===== src/rtl/chirp_pkg.sv =====
package chirp_pkg;
  localparam int unsigned FTW_W   = 48;
  localparam int unsigned PH_OUT_W = 14;
  localparam int unsigned RATE_W  = 16;

  typedef enum logic [1:0] {
    SEL_F1    = 2'd0,
    SEL_STEP  = 2'd1,
    SEL_RATE  = 2'd2,
    SEL_NONE  = 2'd3
  } reg_sel_e;
endpackage


===== src/rtl/chirp_regs.sv =====
module chirp_regs
  import chirp_pkg::*;
#(
  parameter int unsigned W      = FTW_W,
  parameter int unsigned RATE_BW = RATE_W
) (
  input  logic               clk_i,
  input  logic               rst_ni,
  input  logic               wr_en_i,
  input  logic [1:0]         wr_sel_i,
  input  logic [W-1:0]       wr_data_i,
  output logic [W-1:0]       f1_o,
  output logic [W-1:0]       step_o,
  output logic [RATE_BW-1:0] rate_o,
  output logic               load_f1_o
);
  reg_sel_e sel;
  assign sel       = reg_sel_e'(wr_sel_i);
  assign load_f1_o = wr_en_i && (sel == SEL_F1);

  always_ff @(posedge clk_i or negedge rst_ni) begin
    if (!rst_ni) begin
      f1_o   <= '0;
      step_o <= '0;
      rate_o <= '0;
    end else if (wr_en_i) begin
      unique case (sel)
        SEL_F1:   f1_o   <= wr_data_i;
        SEL_STEP: step_o <= wr_data_i;
        SEL_RATE: rate_o <= wr_data_i[RATE_BW-1:0];
        default:  ;
      endcase
    end
  end
endmodule


===== src/rtl/chirp_rate_timer.sv =====
module chirp_rate_timer #(
  parameter int unsigned RATE_BW = 16
) (
  input  logic               clk_i,
  input  logic               rst_ni,
  input  logic [RATE_BW-1:0] rate_i,
  input  logic               hold_i,
  input  logic               restart_i,
  output logic               step_o
);
  logic [RATE_BW-1:0] cnt_q;

  assign step_o = !hold_i && !restart_i && (cnt_q == '0);

  always_ff @(posedge clk_i or negedge rst_ni) begin
    if (!rst_ni)         cnt_q <= '0;
    else if (restart_i)  cnt_q <= rate_i;
    else if (!hold_i)    cnt_q <= (cnt_q == '0) ? rate_i : cnt_q - 1'b1;
  end


  cnt_hold_chk: assert property (@(posedge clk_i) disable iff (!rst_ni)
    (hold_i && !restart_i) |=> $stable(cnt_q));


  cnt_bound_chk: assert property (@(posedge clk_i) disable iff (!rst_ni)
    step_o |=> (cnt_q == $past(rate_i)));
endmodule


===== src/rtl/chirp_freq_acc.sv =====
module chirp_freq_acc #(
  parameter int unsigned W = 48
) (
  input  logic         clk_i,
  input  logic         rst_ni,
  input  logic         clr_i,
  input  logic         load_i,
  input  logic [W-1:0] load_val_i,
  input  logic [W-1:0] f1_i,
  input  logic         hold_i,
  input  logic         step_i,
  input  logic [W-1:0] delta_i,
  output logic [W-1:0] ftw_o
);
  localparam logic [W-1:0] NYQ = {1'b1, {(W-1){1'b0}}};

  logic [W-1:0] ftw_q, ftw_step;
  logic [W:0]   sum;

  // sign-extended add; result is negative only via bit W
  assign sum = {1'b0, ftw_q} + {delta_i[W-1], delta_i};

  always_comb begin
    if (sum[W])                 ftw_step = '0;
    else if (sum[W-1:0] > NYQ)  ftw_step = NYQ;
    else                        ftw_step = sum[W-1:0];
  end

  always_ff @(posedge clk_i or negedge rst_ni) begin
    if (!rst_ni)      ftw_q <= '0;
    else if (clr_i)   ftw_q <= f1_i;
    else if (load_i)  ftw_q <= load_val_i;
    else if (step_i)  ftw_q <= ftw_step;
  end

  assign ftw_o = ftw_q;


  ftw_range_chk: assert property (@(posedge clk_i) disable iff (!rst_ni)
    ftw_q <= NYQ);


  clr_freq_chk: assert property (@(posedge clk_i) disable iff (!rst_ni)
    clr_i |=> (ftw_q == $past(f1_i)));


  hold_freeze_chk: assert property (@(posedge clk_i) disable iff (!rst_ni)
    (hold_i && !clr_i && !load_i) |=> $stable(ftw_q));
endmodule


===== src/rtl/chirp_phase_acc.sv =====
module chirp_phase_acc #(
  parameter int unsigned W     = 48,
  parameter int unsigned OUT_W = 14
) (
  input  logic             clk_i,
  input  logic             rst_ni,
  input  logic             clr_i,
  input  logic [W-1:0]     ftw_i,
  output logic [OUT_W-1:0] phase_o
);
  logic [W-1:0] ph_q;

  always_ff @(posedge clk_i or negedge rst_ni) begin
    if (!rst_ni)    ph_q <= '0;
    else if (clr_i) ph_q <= '0;
    else            ph_q <= ph_q + ftw_i;
  end

  assign phase_o = ph_q[W-1 -: OUT_W];


  clr_phase_chk: assert property (@(posedge clk_i) disable iff (!rst_ni)
    clr_i |=> (ph_q == '0));


  ph_zero_ftw_chk: assert property (@(posedge clk_i) disable iff (!rst_ni)
    (!clr_i && ftw_i == '0) |=> $stable(ph_q));
endmodule


===== src/rtl/chirp_ramp_engine.sv =====
module chirp_ramp_engine
  import chirp_pkg::*;
#(
  parameter int unsigned W       = FTW_W,
  parameter int unsigned OUT_W   = PH_OUT_W,
  parameter int unsigned RATE_BW = RATE_W
) (
  input  logic             clk_i,
  input  logic             rst_ni,
  input  logic             wr_en_i,
  input  logic [1:0]       wr_sel_i,
  input  logic [W-1:0]     wr_data_i,
  input  logic             hold_i,
  input  logic             clr_freq_i,
  input  logic             clr_phase_i,
  output logic [W-1:0]     ftw_o,
  output logic [OUT_W-1:0] phase_o
);
  logic [W-1:0]       f1, delta;
  logic [RATE_BW-1:0] rate;
  logic               load_f1, step;

  chirp_regs #(.W(W), .RATE_BW(RATE_BW)) i_regs (
    .clk_i, .rst_ni, .wr_en_i, .wr_sel_i, .wr_data_i,
    .f1_o(f1), .step_o(delta), .rate_o(rate), .load_f1_o(load_f1)
  );

  chirp_rate_timer #(.RATE_BW(RATE_BW)) i_timer (
    .clk_i, .rst_ni, .rate_i(rate), .hold_i,
    .restart_i(load_f1 | clr_freq_i), .step_o(step)
  );

  chirp_freq_acc #(.W(W)) i_facc (
    .clk_i, .rst_ni, .clr_i(clr_freq_i), .load_i(load_f1),
    .load_val_i(wr_data_i), .f1_i(f1), .hold_i, .step_i(step),
    .delta_i(delta), .ftw_o
  );

  chirp_phase_acc #(.W(W), .OUT_W(OUT_W)) i_pacc (
    .clk_i, .rst_ni, .clr_i(clr_phase_i), .ftw_i(ftw_o), .phase_o
  );
endmodule


===== config.mk =====
export PLATFORM = sky130hd
export DESIGN_NAME = chirp_ramp_engine
export DESIGN_NICKNAME = d
export VERILOG_FILES = /design/src/rtl/chirp_pkg.sv /design/src/rtl/chirp_regs.sv /design/src/rtl/chirp_rate_timer.sv /design/src/rtl/chirp_freq_acc.sv /design/src/rtl/chirp_phase_acc.sv /design/src/rtl/chirp_ramp_engine.sv
export SDC_FILE = /design/constraint.sdc
export NUM_CORES = 1
export LEC_CHECK = 0
export ABC_AREA = 0
export BUFFER_PORTS_ARGS = -buffer_cell sky130_fd_sc_hd__clkbuf_2
export CORE_ASPECT_RATIO = 0.6
export CORE_MARGIN = 1
export CORE_UTILIZATION = 60
export DETAILED_ROUTE_END_ITERATION = 10
export HOLD_SLACK_MARGIN = 0.12
export PLACE_DENSITY = 0.8
export SLEW_MARGIN = 25
export SYNTH_ARGS = -nofsm -noshare
export SYNTH_HDL_FRONTEND = slang
export SYNTH_HIERARCHICAL = 1
export SYNTH_SLANG_ARGS = --single-unit

===== constraint.sdc =====
create_clock -name clk_i -period 4.4 [get_ports clk_i]
set_input_delay 0.44 -clock clk_i [delete_from_list [all_inputs] [get_ports clk_i]]
set_output_delay 0.44 -clock clk_i [all_outputs]
set_load 0.01 [all_outputs]

# Word level (Yosys, flattened, before mapping)
# Index checks and enable logic that the tools add are counted.
# classes
add_sub_neg	3
n_lt_le_gt_ge	1
n_eq_ne	3
muxes	9
n_bitwise	1
n_reduce_logical	11
# op_table
op	count
$mux 48	6
$add 48x49->49	1
$add 48x48->48	1
$gt 48x48->1 const B	1
$mux 16	3
$logic_not 16->1	1
$sub 16x1->16 const B	1
$reduce_and 2->1	3
$logic_and 1x1->1	3
$reduce_bool 3->1	1
$eq 2x1->1 const B	1
$eq 2x2->1 const B	1
$logic_not 1->1	2
$logic_not 2->1	1
$ne 2x1->1 const B	1
$or 1x1->1	1
# word_totals
register_bits	224
output_inout_bits	62
elab_cells	34

# Longest topological paths before layout
# Gate-level depths: netlist of the first run.
# depth
ltp_word	9
mapped_depth	14
mapped_depth_nobuf	12

# Hierarchy
# The synthesis of the first run kept the hierarchy.
# modules_own_cells
module	instances	cells_each	area_per_inst_um2
chirp_freq_acc	1	704	5589.1
chirp_phase_acc	1	503	4285.4
chirp_regs	1	238	4171.5
chirp_rate_timer	1	130	1129.8
chirp_ramp_engine	1	1	6.3

# Least setup slack after synthesis of the first run
# Ideal clock, no wire load.
# synth_path
kind	reg2reg
startpoint	reg i_facc.ftw_q[6] (netlist: i_facc/ftw_o[6])
endpoint	reg i_facc.ftw_q[33] (netlist: i_facc/ftw_o[33])
arrival_time_ps	3322
setup_slack_ps	998
stages_incl_launch_ff	14
n_path_buf	3
path_cell_list	dfrtp_1 ha_1 buf_2 nand4_1 a2111oi_2 a211oi_1 o311a_1 o32a_1 o211a_1 a311oi_4 o21ai_2 buf_6 buf_6 o22ai_2
# synth_via
elab_chain_cells	7
# synth_rtl
item	line	text
start, declared	chirp_freq_acc.sv:17	logic [W-1:0] ftw_q, ftw_step;
start signal, assigned	chirp_freq_acc.sv:31	else if (clr_i) ftw_q <= f1_i;
start signal, assigned	chirp_freq_acc.sv:32	else if (load_i) ftw_q <= load_val_i;
start signal, assigned	chirp_freq_acc.sv:33	else if (step_i) ftw_q <= ftw_step;
$add 48x49->49 *	chirp_freq_acc.sv:21	assign sum = {1'b0, ftw_q} + {delta_i[W-1], delta_i};
$gt 48x48->1	chirp_freq_acc.sv:25	else if (sum[W-1:0] > NYQ) ftw_step = NYQ;
$mux 48	chirp_freq_acc.sv:25	
$mux 48 *	chirp_freq_acc.sv:24	if (sum[W]) ftw_step = '0;
$mux 48 *	chirp_freq_acc.sv:33	
$mux 48 *	chirp_freq_acc.sv:32	
$mux 48 *	chirp_freq_acc.sv:31	
# Mark *: on every way between the ends. The rest lies on a longest branch, timed or not. The select of a mux whose other input is x is not followed.
# A chain may end at the register's enable or synchronous reset.

# Worst setup path after layout of the first run
# layout_path
startpoint	reg i_facc.ftw_q[0] (netlist: i_facc/ftw_o[0])
endpoint	reg i_facc.ftw_q[9] (netlist: i_facc/ftw_o[9])
# The elaborated chain is that of the path after synthesis.

==> results.md, run 1 <==
* Outcome: finished, final reports clean
* Die Span X at 207 um
* Ys async rst share at 100%
* Ratio of cells with drive above 1 in the final layout at 19.9%
* Die area at 0.0260 mm^2
* Critical path startpoint: i_facc/ftw_o[0]$_DFFE_PN0P_
* DR vias at 13,488
* Global route overflow at 0
* IR drop worst, VDD at 425 uV
* Area growth from synthesis to layout at 9.69%
* # Max-Cap Violations at 0
* Crit path max fanout at 39
* CP Cell Sequence: ha_1, inv_1, fa_1, nor2b_1, o31ai_1, a31oi_1, a211o_1, a31oi_1, o211a_1, nor4b_2, o21ai_4, buf_12, o31ai_1
* Fin cells at 1,985
* Clock buffer depth at 3
* Clock latency at the later pin of the worst-skew pair at 540 ps
* Synth warnings at 6
* RSZ-0062 raised after global routing: false
* Final nets at 1,802
* Syn Inst Count at 1,576
* Vias in the first global route at 12,581
* Top FF cell, synth: dfrtp_1
* Hold depth at 2
* Post-CTS Setup Inserts at 0
* Beginning of the worst hold path: wr_data_i[36]
* Placed cells at 1,943
* Period utilization at 93.9%
* TritonCTS clock tree: built
* Core Box Area at 0.0245 mm^2
* CTS buffer count at 23
* CP max stage delay at 810 ps
* Synth unique cells at 94
* Worst R2R Path Depth at 13
* Avg Inst Size Synth at 9.63 um^2
* Std-Cell Rows at 44
* Top achievable clock speed at 0.242 GHz
* Yosys reg bits at 224
* Hold EP: i_regs/f1_o[36]$_DFFE_PN0P_
* Largest net degree at the start of global routing at 110
* DRC at 0
* R2R Setup Slk at 270 ps
* CTS Hold Bufs at 1
* Syn Std Cell Area at 0.0152 mm^2
* Sum Neg Setup Slack at 0 ps
* Reg area at 0.00561 mm^2
* Reg-to-Reg End: i_facc/ftw_o[9]$_DFFE_PN0P_
* Sink Count at 224
* Crit path buffers/inverters at 2
* Crit. End Element: flop
* Tightest Pin Transition at 1030 ps
* Fillers at 1,949
* Starting Density at 62.0%
* CTS root buf: clkbuf_16
* Area of the multi-input gates at 0.00900 mm^2
* Critical path class: reg -> reg
* Fin. Hold Viols at 0
* Delay-heaviest family, CP: compound AO/OA/AOI/OAI gates
* CP startpoint kind: flop
* Critical Path RT at 4840 ps
* Layout Skew at 20.7 ps
* Vias/cell at 6.79
* Most frequent cells in the layout: dfrtp_1 (224), nor2_1 (133), a21oi_1 (132)
* Reg-to-reg startpoint: i_facc/ftw_o[0]$_DFFE_PN0P_
* Critical path arrival at 4570 ps
* Synthesized Nets at 1,731
* Min-delay worst type: in -> reg
* Iteration-0 DRC Markers at 1,427
* Most common cell after layout, fill and taps aside: dfrtp_1
* Die Ht at 125 um
* Post-synth EDFFs at 0
* First-pass GRT wire length at 72,600 um
* Initial antenna violation count at 1
* Drt total wl at 45,900 um
* Min Tclk post-route at 4130 ps
* H-tree depth at 1
* Leakage dissipation at 7.36 nW
* Post-CTS sizing at 0
* Slew Limit Fails at 0
* Seq/Total Area, Yosys at 36.9%
* GRT Util Overall at 35.3%
* First-pass DRT Iterations at 7
* Gpl congestion at 0.971
* Rel. slew slack at 30.4%
* Detailed Place HPWL at 33,900 um
* Power per Cell Area at 665 mW/mm^2
* Post-DR wirelength/cell at 23.1 um
* I/O Pins at 118
* Routed Antenna Nets at 0
* CP max-delay cell: nor4b_2
* Buffers on Ports at 117
* Final setup viols at 0
* Clock Pin Slew Worst Setup and Hold Paths at 70 ps
power by group:
group | leakage, nW | internal (mW) | total (mW) | switching [mW]
Clock | 0.359 | 1.12 | 1.99 | 0.872
Sequential | 2.68 | 2.58 | 3.05 | 0.468
Combinational | 4.32 | 2.42 | 6.03 | 3.61
Total | 7.36 | 6.12 | 11.1 | 4.95
per-stage QoR:
stage	hold WS, ps	worst slack [ps]	utilization [%]	instance area [um^2]	power (mW)
detailed placement	433	390	64.9	15900	8.88
global route	159	99.3	68.0	16600	11.8
floorplan	144	998	-	15200	7.32
finish	160	267	68.0	16700	11.1
global placement	431	643	64.9	15900	8.79
CTS	149	374	68.0	16600	10.9
worst max path at each step:
stage,end,slack (ps),cells after the start
finish,i_facc/ftw_o[9]$_DFFE_PN0P_,270,13
CTS,i_facc/ftw_o[12]$_DFFE_PN0P_,370,13
detailed placement,i_facc/ftw_o[12]$_DFFE_PN0P_,390,13
global route,i_facc/ftw_o[6]$_DFFE_PN0P_,100,13
floorplan,i_facc/ftw_o[33]$_DFFE_PN0P_,1000,13
global placement,i_facc/ftw_o[13]$_DFFE_PN0P_,640,14
cells in the mapped netlist, drive strengths merged, types with 28 or more instances:
| library cell | count | area share [%] |
|---|---|---|
| buf | 38 | 1.9 |
| dfrtp | 224 | 37 |
| a221o | 29 | 1.9 |
| nand4 | 28 | 1.2 |
| nor2 | 134 | 3.3 |
| a21oi | 133 | 4.5 |
| mux2 | 116 | 8.7 |
| xor2 | 41 | 2.4 |
| xnor2 | 40 | 2.3 |
| ha | 97 | 8.0 |
| clkbuf | 60 | 1.5 |
| o21ai | 104 | 3.5 |
| nor3 | 29 | 1.0 |
| o31ai | 31 | 1.6 |
| nand2 | 104 | 2.6 |
| a21o | 44 | 2.2 |
worst register-to-register path, cell delays in order, from the launching register on:
cell,delay [ps]
dfrtp_1,440
ha_1,240
inv_1,70
fa_1,400
nor2b_1,170
o31ai_1,140
a31oi_1,230
a211o_1,200
a31oi_1,330
o211a_1,380
nor4b_2,810
o21ai_4,100
buf_12,210
o31ai_1,320
state kept, by name, summed over array words and instances (netlist names):
signal	count
i_facc/ftw_o	48
i_timer/cnt_q	16
i_pacc/ph_q	48
i_regs/step_o	48
i_regs/rate_o	16
i_regs/f1_o	48
routing by layer:
metal / part of all wire (%) / wire length, um / up-vias / global-route usage, %
met4: 1.3 / 612 / 0 / 5.36
li1: - / - / 6091 / -
met1: 48 / 22100 / 6612 / 55.9
met5: 0 / 0 / - / 0
met3: 13 / 5930 / 54 / 12.4
met2: 38 / 17300 / 731 / 45.7
cells by family after synthesis:
group / after synthesis / synth area share [%]
buf+inv: 119 / 3.93
compound gates: 521 / 24.1
xor+xnor: 81 / 4.67
mux: 118 / 8.79
simple gates: 414 / 13.3
fa+ha+maj: 99 / 8.26
flops: 224 / 36.9
cell type report:
type / instances / share of cell area, %
diodes: 2 / 0.0301
clock buffers: 30 / 3.73
clock inverters: 9 / 0.676
inverters: 21 / 0.473
multi-input cells: 1233 / 54.0
flip-flops and latches: 224 / 33.7
well taps: 322 / 2.42
repair buffers: 144 / 4.96
Power figures use the tool's default switching activity.
==> run 2: changes to the inputs <==
CORE_UTILIZATION = 54   (was 60)
PLACE_DENSITY = 0.73   (was 0.8)
==> run 2 against run 1 <==
  * Via count fell by 1.4%
  * Clock skew shrank 9.3 ps
  * Sequential cell count is the same
  * Highest routed layer unchanged
==> results.md, run 2 (synthesis results as in run 1) <==
* Critical path arrival at 4520 ps (-50 ps)
* IR drop worst, VDD at 430 uV (+1.2%)
* TritonCTS clock tree: built
* Detailed Place HPWL at 34,200 um (+0.97%)
* Leakage dissipation at 7.40 nW (+0.54%)
* Most frequent cells in the layout: dfrtp_1 (224), nor2_1 (133), a21oi_1 (132)
* R2R Setup Slk at 310 ps (+40 ps)
* First-pass DRT Iterations at 6 (-1)
* Outcome: finished, final reports clean
* Fin. Hold Viols at 0 (unchanged)
* Min Hold Slack at 150 ps (-9.90 ps)
* Fin cells at 2,036 (+2.6%)
* H-tree depth at 1 (unchanged)
* Post-CTS sizing at 0 (unchanged)
* Post-DR wirelength/cell at 22.7 um (-2.0%)
* Vias/cell at 6.53 (-3.8%)
* Starting Density at 55.0% (-6.9 points)
* Global route overflow at 0 (unchanged)
* Core Box Area at 0.0276 mm^2 (+13%)
* Min Tclk post-route at 4090 ps (-39.6 ps)
* RSZ-0062 raised after global routing: false
* Crit. End Element: flop
* Vias in the first global route at 12,447 (-1.1%)
* Power per Cell Area at 664 mW/mm^2 (about the same)
* CP Cell Sequence: ha_1, inv_1, fa_1, nor2b_1, o31ai_1, a31oi_1, a211o_1, a31oi_1, o211a_1, nor4b_2, o21ai_4, buf_12, o31ai_1
* Die Ht at 132 um (+5.3%)
* Period utilization at 93.0% (-0.90 points)
* Most common cell after layout, fill and taps aside: dfrtp_1
* Placed cells at 1,990 (+2.4%)
* # Max-Cap Violations at 0 (unchanged)
* Largest net degree at the start of global routing at 109 (-0.91%)
* Tightest Pin Transition at 1120 ps (+87.5 ps)
* Top achievable clock speed at 0.244 GHz (+0.97%)
* Final nets at 1,805 (+0.17%)
* Layout Skew at 11.4 ps (-9.32 ps)
* Total power at 11.1 mW (+0.66%)
* Drt total wl at 46,200 um (+0.56%)
* CP max stage delay at 820 ps (about the same)
* CP max-delay cell: nor4b_2
* DR vias at 13,303 (-1.4%)
* Iteration-0 DRC Markers at 1,365 (-4.3%)
* Rel. slew slack at 24.6% (-5.9 points)
* Area growth from synthesis to layout at 10.5%
* GRT Util Overall at 32.3% (-3.0 points)
* Die area at 0.0288 mm^2 (+11%)
* Std-Cell Rows at 47 (+6.8%)
* Buffers on Ports at 117 (unchanged)
* DRC at 0 (unchanged)
* Initial antenna violation count at 1 (unchanged)
* Crit path max fanout at 39 (unchanged)
* CTS buffer count at 24 (+4.3%)
* Die Span X at 218 um (+5.4%)
* Fillers at 2,391 (+23%)
* Final setup viols at 0 (unchanged)
* Routed Antenna Nets at 0 (unchanged)
* I/O Pins at 118 (unchanged)
* CTS root buf: clkbuf_16
* Slew Limit Fails at 0 (unchanged)
* Critical path class: reg -> reg
* Ratio of cells with drive above 1 in the final layout at 20.3% (+0.40 points)
* First-pass GRT wire length at 72,400 um (-0.24%)
* Sum Neg Setup Slack at 0 ps (unchanged)
* Critical Path RT at 4830 ps (about the same)
* Min-delay worst type: in -> reg
* Gpl congestion at 0.962 (-0.86%)
* Sink Count at 224 (unchanged)
* Clock buffer depth at 3 (unchanged)
* Clock Pin Slew Worst Setup and Hold Paths at 70 ps (about the same)
* Clock latency at the later pin of the worst-skew pair at 540 ps (about the same)
* CP startpoint kind: flop
-- run 2: changes by cell type in the layout (fill, tap and decap cells not counted) --
cell / previous run / this run
clkbuf_8: 2 / 1
clkinv_8: 1 / 0
buf_12: 2 / 1
clkinv_2: 4 / 5
clkinv_4: 0 / 5
clkbuf_16: 23 / 25
buf_4: 24 / 27
clkbuf_1: 5 / 4
diode_2: 2 / 1
-- run 2: per-layer routing --
| layer | up-vias | share of wire, % | track usage [%] | wire length (um) |
|---|---|---|---|---|
| met1 | 6503 | 49 | 53.0 | 22800 |
| met4 | 0 | 1.3 | 4.82 | 620 |
| met5 | - | 0 | 0.167 | 0 |
| met2 | 635 | 37 | 40.8 | 17300 |
| li1 | 6108 | - | - | - |
| met3 | 57 | 12 | 10.2 | 5440 |
-- run 2: area by class of cell --
type	count	area, um^2	share of cell area (%)
antenna	1	2.50	0.0149
sequential	224	5610	33.4
inverter	21	78.8	0.470
clock buffer	30	654	3.90
multi-input combinational	1233	9000	53.7
timing repair buffer	146	828	4.94
clock inverter	14	145	0.865
tap	367	459	2.74
-- run 2: power by group --
| group | switching [mW] | internal [mW] | leakage (nW) |
|---|---|---|---|
| logic | 3.60 | 2.41 | 4.32 |
| clock network | 0.898 | 1.19 | 0.393 |
| registers | 0.469 | 2.58 | 2.68 |
| total | 4.97 | 6.17 | 7.40 |
-- run 2: what timing repair did --
action                    in CTS  in global routing
setup buffers                  0                  0
hold endpoints to repair     103                  0
hold buffers                   1                  0
-- run 2: per-stage QoR --
step           area, um^2  utilization (%)  worst slack (ps)
6_report            16800             60.8               306
5_1_grt             16800             60.8              93.7
3_5_place_dp        16000             57.9               429
4_1_cts             16800             60.8               361
2_1_floorplan       15200                -               998
3_3_place_gp        16000             57.9               638
-- run 2: worst max-delay path, delay by kind of cell (launching register included) --
kind	cells	cell delay (ps)
simple gates	2	1000
fa+ha+maj	2	630
flops	1	430
buf+inv	2	300
compound gates	7	1610
-- run 2: worst paths after layout --
check / start / to / depth (start not counted)
min in group asynchronous: rst_ni / i_timer/cnt_q[8]$_DFFE_PN0P_ / 2
min reg2reg: i_regs/f1_o[39]$_DFFE_PN0P_ / i_regs/f1_o[39]$_DFFE_PN0P_ / 1
max in group asynchronous: rst_ni / i_regs/f1_o[24]$_DFFE_PN0P_ / 3
max: i_facc/ftw_o[0]$_DFFE_PN0P_ / i_facc/ftw_o[9]$_DFFE_PN0P_ / 13
max reg2reg: i_facc/ftw_o[0]$_DFFE_PN0P_ / i_facc/ftw_o[9]$_DFFE_PN0P_ / 13
min: wr_data_i[37] / i_regs/f1_o[37]$_DFFE_PN0P_ / 2
